### src/rtl/tws_pkg.sv
package tws_pkg;

    typedef enum logic [3:0] {
        ST_IDLE,
        ST_ADDR,
        ST_IGNORE,
        ST_ACK_ADDR,
        ST_WORD,
        ST_ACK_WR,
        ST_WDATA,
        ST_SEND,
        ST_MACK
    } tws_state_e;

endpackage

### src/rtl/tws_sync.sv
module tws_sync #(
    parameter int WIDTH  = 2,
    parameter int STAGES = 2
) (
    input  logic             clk,
    input  logic             rst_n,
    input  logic [WIDTH-1:0] async_in,
    output logic [WIDTH-1:0] sync_out
);

    logic [WIDTH-1:0] stg_q [STAGES];
    logic [WIDTH-1:0] stg_d [STAGES];

    always_comb begin
        stg_d[0] = async_in;
        for (int i = 1; i < STAGES; i++) begin
            stg_d[i] = stg_q[i-1];
        end
    end

    always_ff @(posedge clk or negedge rst_n) begin
        if (!rst_n) begin
            for (int i = 0; i < STAGES; i++) begin
                stg_q[i] <= '1;
            end
        end else begin
            for (int i = 0; i < STAGES; i++) begin
                stg_q[i] <= stg_d[i];
            end
        end
    end

    assign sync_out = stg_q[STAGES-1];

endmodule

### src/rtl/tws_edge.sv
module tws_edge (
    input  logic clk,
    input  logic rst_n,
    input  logic scl_s,
    input  logic sda_s,
    output logic scl_rise,
    output logic scl_fall,
    output logic start_evt,
    output logic stop_evt
);

    logic scl_p_q, sda_p_q;
    logic scl_p_d, sda_p_d;

    always_comb begin
        scl_p_d = scl_s;
        sda_p_d = sda_s;
    end

    always_ff @(posedge clk or negedge rst_n) begin
        if (!rst_n) begin
            scl_p_q <= 1'b1;
            sda_p_q <= 1'b1;
        end else begin
            scl_p_q <= scl_p_d;
            sda_p_q <= sda_p_d;
        end
    end

    assign scl_rise  = scl_s & ~scl_p_q;
    assign scl_fall  = ~scl_s & scl_p_q;
    assign start_evt = scl_s & scl_p_q & sda_p_q & ~sda_s;
    assign stop_evt  = scl_s & scl_p_q & ~sda_p_q & sda_s;

endmodule

### src/rtl/tws_shadow.sv
module tws_shadow #(
    parameter int NREG = 10,
    parameter int PW   = $clog2(NREG)
) (
    input  logic              clk,
    input  logic              rst_n,
    input  logic              cap_en,
    input  logic [NREG*8-1:0] live_flat,
    input  logic              wr_en,
    input  logic [PW-1:0]     wr_idx,
    input  logic [7:0]        wr_byte,
    input  logic [PW-1:0]     rd_idx,
    output logic [7:0]        rd_byte,
    output logic [NREG*8-1:0] regs_flat
);

    logic [7:0] mem_q [NREG];
    logic [7:0] mem_d [NREG];

    always_comb begin
        for (int i = 0; i < NREG; i++) begin
            mem_d[i] = mem_q[i];
            if (wr_en && (32'(wr_idx) == i)) begin
                mem_d[i] = wr_byte;
            end else if (cap_en) begin
                mem_d[i] = live_flat[i*8 +: 8];
            end
        end
    end

    always_ff @(posedge clk or negedge rst_n) begin
        if (!rst_n) begin
            for (int i = 0; i < NREG; i++) begin
                mem_q[i] <= '0;
            end
        end else begin
            for (int i = 0; i < NREG; i++) begin
                mem_q[i] <= mem_d[i];
            end
        end
    end

    always_comb begin
        rd_byte = '0;
        for (int i = 0; i < NREG; i++) begin
            if (32'(rd_idx) == i) begin
                rd_byte = mem_q[i];
            end
        end
    end

    generate
        for (genvar g = 0; g < NREG; g++) begin : g_flat
            assign regs_flat[g*8 +: 8] = mem_q[g];
        end
    endgenerate

endmodule

### src/rtl/twowire_snap_slave.sv
module twowire_snap_slave #(
    parameter logic [6:0] SLAVE_ADDR  = 7'h68,
    parameter int         NREG        = 10,
    parameter int         SYNC_STAGES = 2,
    localparam int        PW          = $clog2(NREG),
    localparam int        DW          = NREG * 8
) (
    input  logic          clk,
    input  logic          rst_n,
    input  logic          scl_in,
    input  logic          sda_in,
    output logic          sda_oe,
    input  logic [DW-1:0] live_in,
    output logic          commit_stb,
    output logic [DW-1:0] commit_data
);
    import tws_pkg::*;

    typedef struct packed {
        tws_state_e    st;
        logic [3:0]    cnt;
        logic [7:0]    sh;
        logic [7:0]    tx;
        logic          rw;
        logic          nack;
        logic          oe;
        logic [PW-1:0] ptr;
        logic          dirty;
        logic          commit;
    } ctl_t;

    logic [1:0] sync_v;
    logic       scl_s, sda_s;
    logic       scl_rise, scl_fall, start_evt, stop_evt;
    logic       cap_en, wr_en;
    logic [7:0] rd_byte;
    logic [PW-1:0] ptr_cur;

    ctl_t st_q, st_d;

    tws_sync #(.WIDTH(2), .STAGES(SYNC_STAGES)) u_sync (
        .clk      (clk),
        .rst_n    (rst_n),
        .async_in ({scl_in, sda_in}),
        .sync_out (sync_v)
    );
    assign scl_s = sync_v[1];
    assign sda_s = sync_v[0];

    tws_edge u_edge (
        .clk       (clk),
        .rst_n     (rst_n),
        .scl_s     (scl_s),
        .sda_s     (sda_s),
        .scl_rise  (scl_rise),
        .scl_fall  (scl_fall),
        .start_evt (start_evt),
        .stop_evt  (stop_evt)
    );

    tws_shadow #(.NREG(NREG), .PW(PW)) u_shadow (
        .clk       (clk),
        .rst_n     (rst_n),
        .cap_en    (cap_en),
        .live_flat (live_in),
        .wr_en     (wr_en),
        .wr_idx    (st_q.ptr),
        .wr_byte   (st_q.sh),
        .rd_idx    (st_q.ptr),
        .rd_byte   (rd_byte),
        .regs_flat (commit_data)
    );

    function automatic logic [PW-1:0] ptr_next(input logic [PW-1:0] p);
        return (p == PW'(NREG - 1)) ? '0 : p + PW'(1);
    endfunction

    always_comb begin
        st_d        = st_q;
        st_d.commit = 1'b0;
        cap_en      = 1'b0;
        wr_en       = 1'b0;

        if (start_evt) begin
            st_d.st  = ST_ADDR;
            st_d.cnt = '0;
            st_d.oe  = 1'b0;
        end else if (stop_evt) begin
            st_d.st = ST_IDLE;
            st_d.oe = 1'b0;
            if (st_q.dirty) begin
                st_d.commit = 1'b1;
                st_d.dirty  = 1'b0;
            end
        end else begin
            case (st_q.st)
                ST_ADDR, ST_WORD, ST_WDATA: begin
                    if (scl_rise) begin
                        st_d.sh  = {st_q.sh[6:0], sda_s};
                        st_d.cnt = st_q.cnt + 4'd1;
                    end else if (scl_fall && st_q.cnt == 4'd8) begin
                        st_d.cnt = '0;
                        st_d.oe  = 1'b1;
                        if (st_q.st == ST_ADDR) begin
                            if (st_q.sh[7:1] == SLAVE_ADDR) begin
                                st_d.rw = st_q.sh[0];
                                st_d.st = ST_ACK_ADDR;
                                cap_en  = ~st_q.dirty;
                            end else begin
                                st_d.oe = 1'b0;
                                st_d.st = ST_IGNORE;
                            end
                        end else if (st_q.st == ST_WORD) begin
                            st_d.ptr = (st_q.sh < 8'(NREG)) ? st_q.sh[PW-1:0] : '0;
                            st_d.st  = ST_ACK_WR;
                        end else begin
                            wr_en      = 1'b1;
                            st_d.dirty = 1'b1;
                            st_d.ptr   = ptr_next(st_q.ptr);
                            st_d.st    = ST_ACK_WR;
                        end
                    end
                end
                ST_ACK_ADDR: begin
                    if (scl_fall) begin
                        if (st_q.rw) begin
                            st_d.tx  = rd_byte;
                            st_d.ptr = ptr_next(st_q.ptr);
                            st_d.oe  = ~rd_byte[7];
                            st_d.st  = ST_SEND;
                        end else begin
                            st_d.oe = 1'b0;
                            st_d.st = ST_WORD;
                        end
                    end
                end
                ST_ACK_WR: begin
                    if (scl_fall) begin
                        st_d.oe = 1'b0;
                        st_d.st = ST_WDATA;
                    end
                end
                ST_SEND: begin
                    if (scl_rise) begin
                        st_d.cnt = st_q.cnt + 4'd1;
                    end else if (scl_fall) begin
                        if (st_q.cnt == 4'd8) begin
                            st_d.cnt = '0;
                            st_d.oe  = 1'b0;
                            st_d.st  = ST_MACK;
                        end else begin
                            st_d.tx = {st_q.tx[6:0], 1'b0};
                            st_d.oe = ~st_q.tx[6];
                        end
                    end
                end
                ST_MACK: begin
                    if (scl_rise) begin
                        st_d.nack = sda_s;
                    end else if (scl_fall) begin
                        if (st_q.nack) begin
                            st_d.oe = 1'b0;
                            st_d.st = ST_IDLE;
                        end else begin
                            st_d.tx  = rd_byte;
                            st_d.ptr = ptr_next(st_q.ptr);
                            st_d.oe  = ~rd_byte[7];
                            st_d.st  = ST_SEND;
                        end
                    end
                end
                default: ;
            endcase
        end
    end

    always_ff @(posedge clk or negedge rst_n) begin
        if (!rst_n) begin
            st_q <= '{st: ST_IDLE, cnt: '0, sh: '0, tx: '0, rw: 1'b0, nack: 1'b0,
                      oe: 1'b0, ptr: '0, dirty: 1'b0, commit: 1'b0};
        end else begin
            st_q <= st_d;
        end
    end

    assign sda_oe     = st_q.oe;
    assign commit_stb = st_q.commit;
    assign ptr_cur    = st_q.ptr;

endmodule

### config.mk
export PLATFORM = sky130hd
export DESIGN_NAME = twowire_snap_slave
export DESIGN_NICKNAME = d
export VERILOG_FILES = /design/src/rtl/tws_pkg.sv /design/src/rtl/tws_sync.sv /design/src/rtl/tws_edge.sv /design/src/rtl/tws_shadow.sv /design/src/rtl/twowire_snap_slave.sv
export SDC_FILE = /design/constraint.sdc
export NUM_CORES = 1
export LEC_CHECK = 0
export ABC_CLOCK_PERIOD_IN_PS = 7240
export BUFFER_PORTS_ARGS = -buffer_cell sky130_fd_sc_hd__buf_4
export CAP_MARGIN = 20
export CORE_ASPECT_RATIO = 0.9
export CORE_MARGIN = 4
export CORE_UTILIZATION = 58
export DETAILED_ROUTE_END_ITERATION = 8
export GPL_TIMING_DRIVEN = 1
export MAX_ROUTING_LAYER = met4
export PLACE_DENSITY = 0.92
export SYNTH_ARGS = -nofsm -noshare
export SYNTH_HDL_FRONTEND = slang
export SYNTH_SLANG_ARGS = --single-unit
### constraint.sdc
create_clock -name clk -period 7.24 [get_ports clk]
set_input_delay 1.086 -clock clk [delete_from_list [all_inputs] [get_ports clk]]
set_output_delay 1.086 -clock clk [all_outputs]
set_load 0.01 [all_outputs]
---- Yosys cells after proc, flatten, opt, wreduce, memory -nomap -nowiden ----
Cells that the tools add are included.
word-level totals
  register bits after elaboration ......... 119
  bits of input ports ..................... 84
  output and inout port bits .............. 82
  word-level logic and storage cells ...... 238
operators by class
  $add $sub $neg .......................... 2
  magnitude comparators ................... 1
  equal/unequal tests ..................... 45
  mux-type cells .......................... 111
  bitwise logic cells ..................... 17
  reduce and logical (&&, ||, !) cells .... 38
operators with widths
  kind                                                  count
  2-to-1 mux 8 bit                                      44
  2-to-1 mux 4 bit                                      15
  inequality test 4 bit (second input constant)         12
  2-to-1 mux 1 bit                                      38
  equality test 4 x 3 -> 1 bit (second input constant)  8
  inequality test 2 bit (second input constant)         14
  one-hot mux 8 bit (3 select lines)                    1
  nonzero test 2 bit                                    12
  2-to-1 mux 22 bit                                     1
  AND reduction 11 bit                                  2
  2-to-1 mux 5 bit                                      4
  one-hot mux 4 bit (5 select lines)                    1
  equality test 4 bit (second input constant)           4
  equality test 4 x 2 -> 1 bit (second input constant)  3
  2-to-1 mux 6 bit                                      2
  one-hot mux 4 bit (3 select lines)                    1
  logical AND 1 bit                                     11
  NOT 1 bit                                             10
  AND reduction 10 bit                                  1
  AND reduction 9 bit                                   1
  nonzero test 3 bit                                    3
  adder 4 x 1 -> 4 bit (second input constant)          2
  equality test 4 x 1 -> 1 bit (second input constant)  2
  < comparator 8 x 4 -> 1 bit (second input constant)   1
  14 further kinds                                      21

---- Logic depth before layout (Yosys ltp) ----
  depth in word-level cells ............... 18
  gate-level depth with buffers ........... 11
  depth with buffers taken out ............ 8

---- Cells and area by module ----
From an unflattened synthesis, not the netlist that was laid out.
second synthesis, totals
  cell total of the unflattened synthesis .. 693
  area total of the unflattened synthesis .. 6795.3 um2
modules (own cells, without submodules)
  module              instances  cells each  area an instance (um2)  seq. area each (um2)
  tws_shadow          1          483         4566.9                  2001.9
  twowire_snap_slave  1          200         2038.2                  800.8
  tws_sync            1          4           105.1                   105.1
  tws_edge            1          6           85.1                    52.6

---- Worst setup path after synthesis ----
No wires, ideal clock.
  path kind ............................... reg-to-reg
  from .................................... register u_edge.scl_p_q
  to ...................................... register u_shadow.mem_q (netlist bit u_shadow.regs_flat[16])
  library setup time ...................... 121 ps
  arrival ................................. 2361 ps
  data required time ...................... 7119 ps
  path slack .............................. 4757 ps
  stages on the path, launching flop included .. 11
  path buffers ............................ 2
  clock period less this slack ............ 2483 ps
  cells stage by stage .................... dfstp_2 > inv_1 > ha_1 > and2b_1 > o211ai_1 > buf_2 > nor4_4 > buf_6 > nor2_4 > nand2_1 > nand2_1
on the way
  cells in the longest elaborated chain, start to end .. 9
  elaborated cells between the ends (all ways) .. 22
  those cells by class .................... 11 x mux; 8 x bitwise; 3 x reduce/logical
ends and longest elaborated chain
  item                                                           line                       RTL
  start: declaration                                             tws_edge.sv:12             logic scl_p_q, sda_p_q;
  start signal: assignment                                       tws_edge.sv:25             scl_p_q <= scl_p_d;
  AND 1 bit                                                      tws_edge.sv:31             assign scl_fall = ~scl_s & scl_p_q;
  logical AND 1 bit                                              twowire_snap_slave.sv:101  end else if (scl_fall && st_q.cnt == 4'd8) begin
  2-to-1 mux 1 bit                                               twowire_snap_slave.sv:101
  2-to-1 mux 1 bit                                               twowire_snap_slave.sv:98   if (scl_rise) begin
  2-to-1 mux 1 bit                                               twowire_snap_slave.sv:96   case (st_q.st)
  2-to-1 mux 1 bit                                               twowire_snap_slave.sv:88   end else if (stop_evt) begin
  2-to-1 mux 1 bit                                               twowire_snap_slave.sv:84   if (start_evt) begin
  logical AND 1 bit                                              tws_shadow.sv:23           if (wr_en && (32'(wr_idx) == i)) begin
  2-to-1 mux 8 bit / nonzero test 2 bit (equally long branches)  --
  end signal: indexed assignment                                 tws_shadow.sv:38           mem_q[i] <= mem_d[i];
  end: declaration                                               tws_shadow.sv:17           logic [7:0] mem_q [NREG];
Parallel ways exist; a longest one is shown, timed or not.
A chain may end at the register's enable or synchronous reset.

---- Worst setup path in the final report ----
  from .................................... register st_q[30] in the netlist's numbering
  to ...................................... register u_shadow.mem_q (netlist bit u_shadow.regs_flat[57])
on the way
  cells in the longest elaborated chain, start to end .. 10
  elaborated cells between the ends (all ways) .. 20
  those cells by class .................... 3 x eq/ne; 14 x mux; 3 x reduce/logical
ends and longest elaborated chain
  item                                                           line                                                 RTL
  start: declaration                                             twowire_snap_slave.sv:39                             ctl_t st_q, st_d;
  start signal: assignment                                       twowire_snap_slave.sv:179                            st_q <= '{st: ST_IDLE, cnt: '0, sh: '0, tx: '0, rw: 1'b0, nack: 1'b0,
  start signal: assignment                                       twowire_snap_slave.sv:182                            st_q <= st_d;
  equality test 4 x 3 -> 1 bit                                   twowire_snap_slave.sv:96, twowire_snap_slave.sv:113
  2-to-1 mux 1 bit                                               twowire_snap_slave.sv:113                            end else if (st_q.st == ST_WORD) begin
  2-to-1 mux 1 bit                                               twowire_snap_slave.sv:104                            if (st_q.st == ST_ADDR) begin
  2-to-1 mux 1 bit                                               twowire_snap_slave.sv:101
  2-to-1 mux 1 bit                                               twowire_snap_slave.sv:98
  2-to-1 mux 1 bit                                               twowire_snap_slave.sv:96
  2-to-1 mux 1 bit                                               twowire_snap_slave.sv:88
  2-to-1 mux 1 bit                                               twowire_snap_slave.sv:84
  logical AND 1 bit                                              tws_shadow.sv:23
  2-to-1 mux 8 bit / nonzero test 2 bit (equally long branches)  --
Parallel ways exist; a longest one is shown, timed or not.

==> impl_results.md <==
- Most used DFF post-synth: dfrtp_1
- I/O pins: 166
- Total track usage: 37.1%
- First-pass GRT wire length: about 36000 um
- Post-synth EDFFs: 0
- GR Util met1: 45.9%
- Initial drt markers: approximately 1100
- Clock Path Buffers: 2
- DP Area: 7750 um2
- Clock Root Buffer: clkbuf_16
- Leakage power total: 3.60 nW
- Setup-failing EPs final: 0
- Detailed Route WL: 23100 um
- Sink Count: 118
- Starting Density: 59.8%
- Die width: 120 um
- Slowest stage cell, crit path: nor4_2
- Layout fillers: 716
- Psw: 0.924 mW
- CTS hold repair buffers: 0
- Clock power share: 35.9%
- Syn nets: 781
- Final instance area: around 8400 um2
- Full die area: approximately 13000 um2
- CP arrival: 3.30 ns
- Combinational power share: 24.5%
- Fmax: 334 MHz
- Clock Skew: between 0.007 and 0.008 ns
- Post-route setup slack: 4.24 ns
- Slew headroom: between 20% and 30%
- Residual DRC: 0
- #FFs+latches synth: 118
- Fin crit share: 41.4%
- Post-route ant nets: 0
- Placer Congestion: 0.947
- Register area: 2960 um2
- Layout cell share with drive strength beyond 1: 29.7%
- FP Rows: 36
- PortBufs: about 170
- Worst slack at placement: between 4 and 5 ns
- Flop pwr share: 39.7%
- Worst Max-Slew Pin Slew: 1.06 ns
- Maximum vdd ir drop: 246 uV
- Vias: 6755
- Die height: around 110 um
- Core ar.: 10900 um2
- Synth async-reset ratio: 100%
- Sequential area share after synthesis: a little under half
- P_int: about 1.5 mW
- Wire length per cell: 23.0 um
- Fin crit period: ~3 ns
- Post-Layout Cell Count: 1003
- Htree depth: 4
- Fin. max-slew vios: 0
- CTS clk-pin slew, worst paths: about 0.06 ns
- Distinct cells, synth: 70
- Largest net degree at the start of global routing: 64
- Max stage delay on crit path: approximately 0.84 ns
- Clock buffer count from CTS: 17
- DP Wirelength: around 16000 um
- Grt ovf: 0
- CP Capture Type: flip-flop
- Final hold viol count: 0
- Max-cap violations: 0
- Global route hottest layer: met2
- Placed cell count: between 900 and 1000
- Setup TNS: 0 ns
- Inserted Diodes: 0
- Multi-input logic area: ~3300 um2
- Met2 global-route usage: between 50% and 60%
- Clk_lat worst skew: 0.42 ns
- Crit path cell chain: nor4b_2 -> nor2_1 -> nor4_2 -> nor2_1 -> nand2_1 -> nand2_1
- Warnings, synthesis: 0
- RSZ-0062 raised after global routing: no
- End-of-flow core utilization: 76.7%
- Layout area overhead: 28.3%
- Sw Share: 37.7%
- Initial antenna violation count: 0
- Pre-Repair DR Iteration Count: 7
- Worst EP required: 7.54 ns
- Vias in the first global route: 6585
- Startpoint Class: flip-flop
- Worst Hold Class: flip-flop to flip-flop
- Setup CP Type: flip-flop to flip-flop
- Mapped Cells: between 600 and 700
- CTS tree: done
- Gates resized, CTS repair: 0
- Pwr Density: 293 nW/um2
- Outcome: complete, no violations
- Synthesized cell area: 6520 um2
- Average size of a mapped cell: 9.42 um2
- CP max FO: 18
- Total power draw: about 2.5 mW
- Nets: 927
- Met3 Track Usage GR: 12.0%
- Post-CTS Setup Repair Bufs: 0
- Hold WS: 0.355 ns
- Via/cell ratio: around 6.7
-- final cells by class --
class | instances | area share, %
Inverter | 12 | 0.539
Clock buffer | 18 | 5.25
Multi-Input combinational cell | 519 | 39.2
Clock inverter | 14 | 2.06
Timing Repair Buffer | 170 | 15.3
Tap cell | 152 | 2.27
Sequential cell | 118 | 35.4
-- power groups by stage --
stage | logic [mW] | clock network, mW | registers [mW]
global route | 0.646 | 0.902 | 0.976
detailed placement | 0.570 | 0 | 0.960
global placement | 0.548 | 0 | 0.951
CTS | 0.583 | 0.874 | 0.952
floorplan | 0.539 | 0 | 0.783
finish | 0.600 | 0.880 | 0.973
-- cells by family (layout without fill, tap and decap cells) --
family	after synthesis	after routing	synth area share, %
muxes	29	29	5.87
buffers and inverters	55	214	4.30
adders and majority gates	5	5	0.959
DFF	118	118	45.4
and+or+nand+nor	292	292	22.7
AOI/OAI and AO/OA	191	191	20.5
xor gates and xnor gates	2	2	0.269
-- registers in the layout (all words and copies together) (netlist names) --
name                cells
u_shadow.regs_flat     80
st_q                   26
ptr_cur                 4
u_sync.stg_d            2
u_sync.sync_out         2
commit_stb              1
sda_oe                  1
u_edge.scl_p_q          1
u_edge.sda_p_q          1
-- cells in the final DEF (no fill, tap or decap), types with 5 or more instances in the layout --
cell        count
ha_1            5
o21ai_0        20
clkinvlp_4      5
nor2b_1         6
o221ai_1        7
clkbuf_16      17
mux4_2          6
a21oi_1        22
nand3_1         6
nand2_1       190
o21ai_1        11
nand2b_1        7
mux2_2         14
nor4_4          7
a22oi_1        85
mux2i_1         9
nor4_2          5
nor2_1         29
nor3_1          5
dfstp_2         6
dfrtp_1       112
buf_4         170
inv_1          12
-- worst paths after layout --
path | start | endpoint | slack [ns] | cells past startpoint
setup / recovery | st_q[30]$_DFFE_PN0P_ | u_shadow.regs_flat[57]$_DFFE_PN0P_ | 4.24 | 6
hold / removal | u_sync.stg_d[0]$_DFF_PN1_ | u_sync.sync_out[0]$_DFF_PN1_ | 0.35 | 0
setup reg to reg | st_q[30]$_DFFE_PN0P_ | u_shadow.regs_flat[57]$_DFFE_PN0P_ | 4.24 | 6
hold reg to reg | u_sync.stg_d[0]$_DFF_PN1_ | u_sync.sync_out[0]$_DFF_PN1_ | 0.35 | 0
max in group asynchronous | rst_n | st_q[28]$_DFFE_PN0P_ | 5.25 | 2
min in group asynchronous | rst_n | u_shadow.regs_flat[6]$_DFFE_PN0P_ | 0.71 | 1
-- synth_stat cells (all sizes together) (5+ instances only) --
cell | instances | area share, %
nand2 | 190 | 11
dfrtp | 112 | 43
a22oi | 85 | 9.8
nor2 | 36 | 2.6
o21ai | 31 | 2.4
clkbuf | 28 | 1.6
a21oi | 22 | 1.7
buf | 15 | 2.0
mux2 | 14 | 2.4
nor4 | 13 | 3.3
inv | 12 | 0.69
mux2i | 9 | 1.4
nand2b | 7 | 0.67
nand3 | 7 | 0.61
o221ai | 7 | 0.94
dfstp | 6 | 2.4
mux4 | 6 | 2.1
nor2b | 6 | 0.58
ha | 5 | 0.96
nor3 | 5 | 0.38
-- worst max-delay path, delay by kind of cell, from the launching register on --
kind / cells / cell delay (ns)
AND/OR/NAND/NOR: 6 / 2.29
flip-flops: 1 / 0.59
-- per-layer routing --
metal	up-vias	part of all wire, %	routed length [um]
met5	-	0	0
met4	0	4.3	988
met1	3229	36	8350
met2	585	45	10400
met3	115	14	3320
li1	2826	-	-
Note: power is estimated with default switching activity, not from simulation.
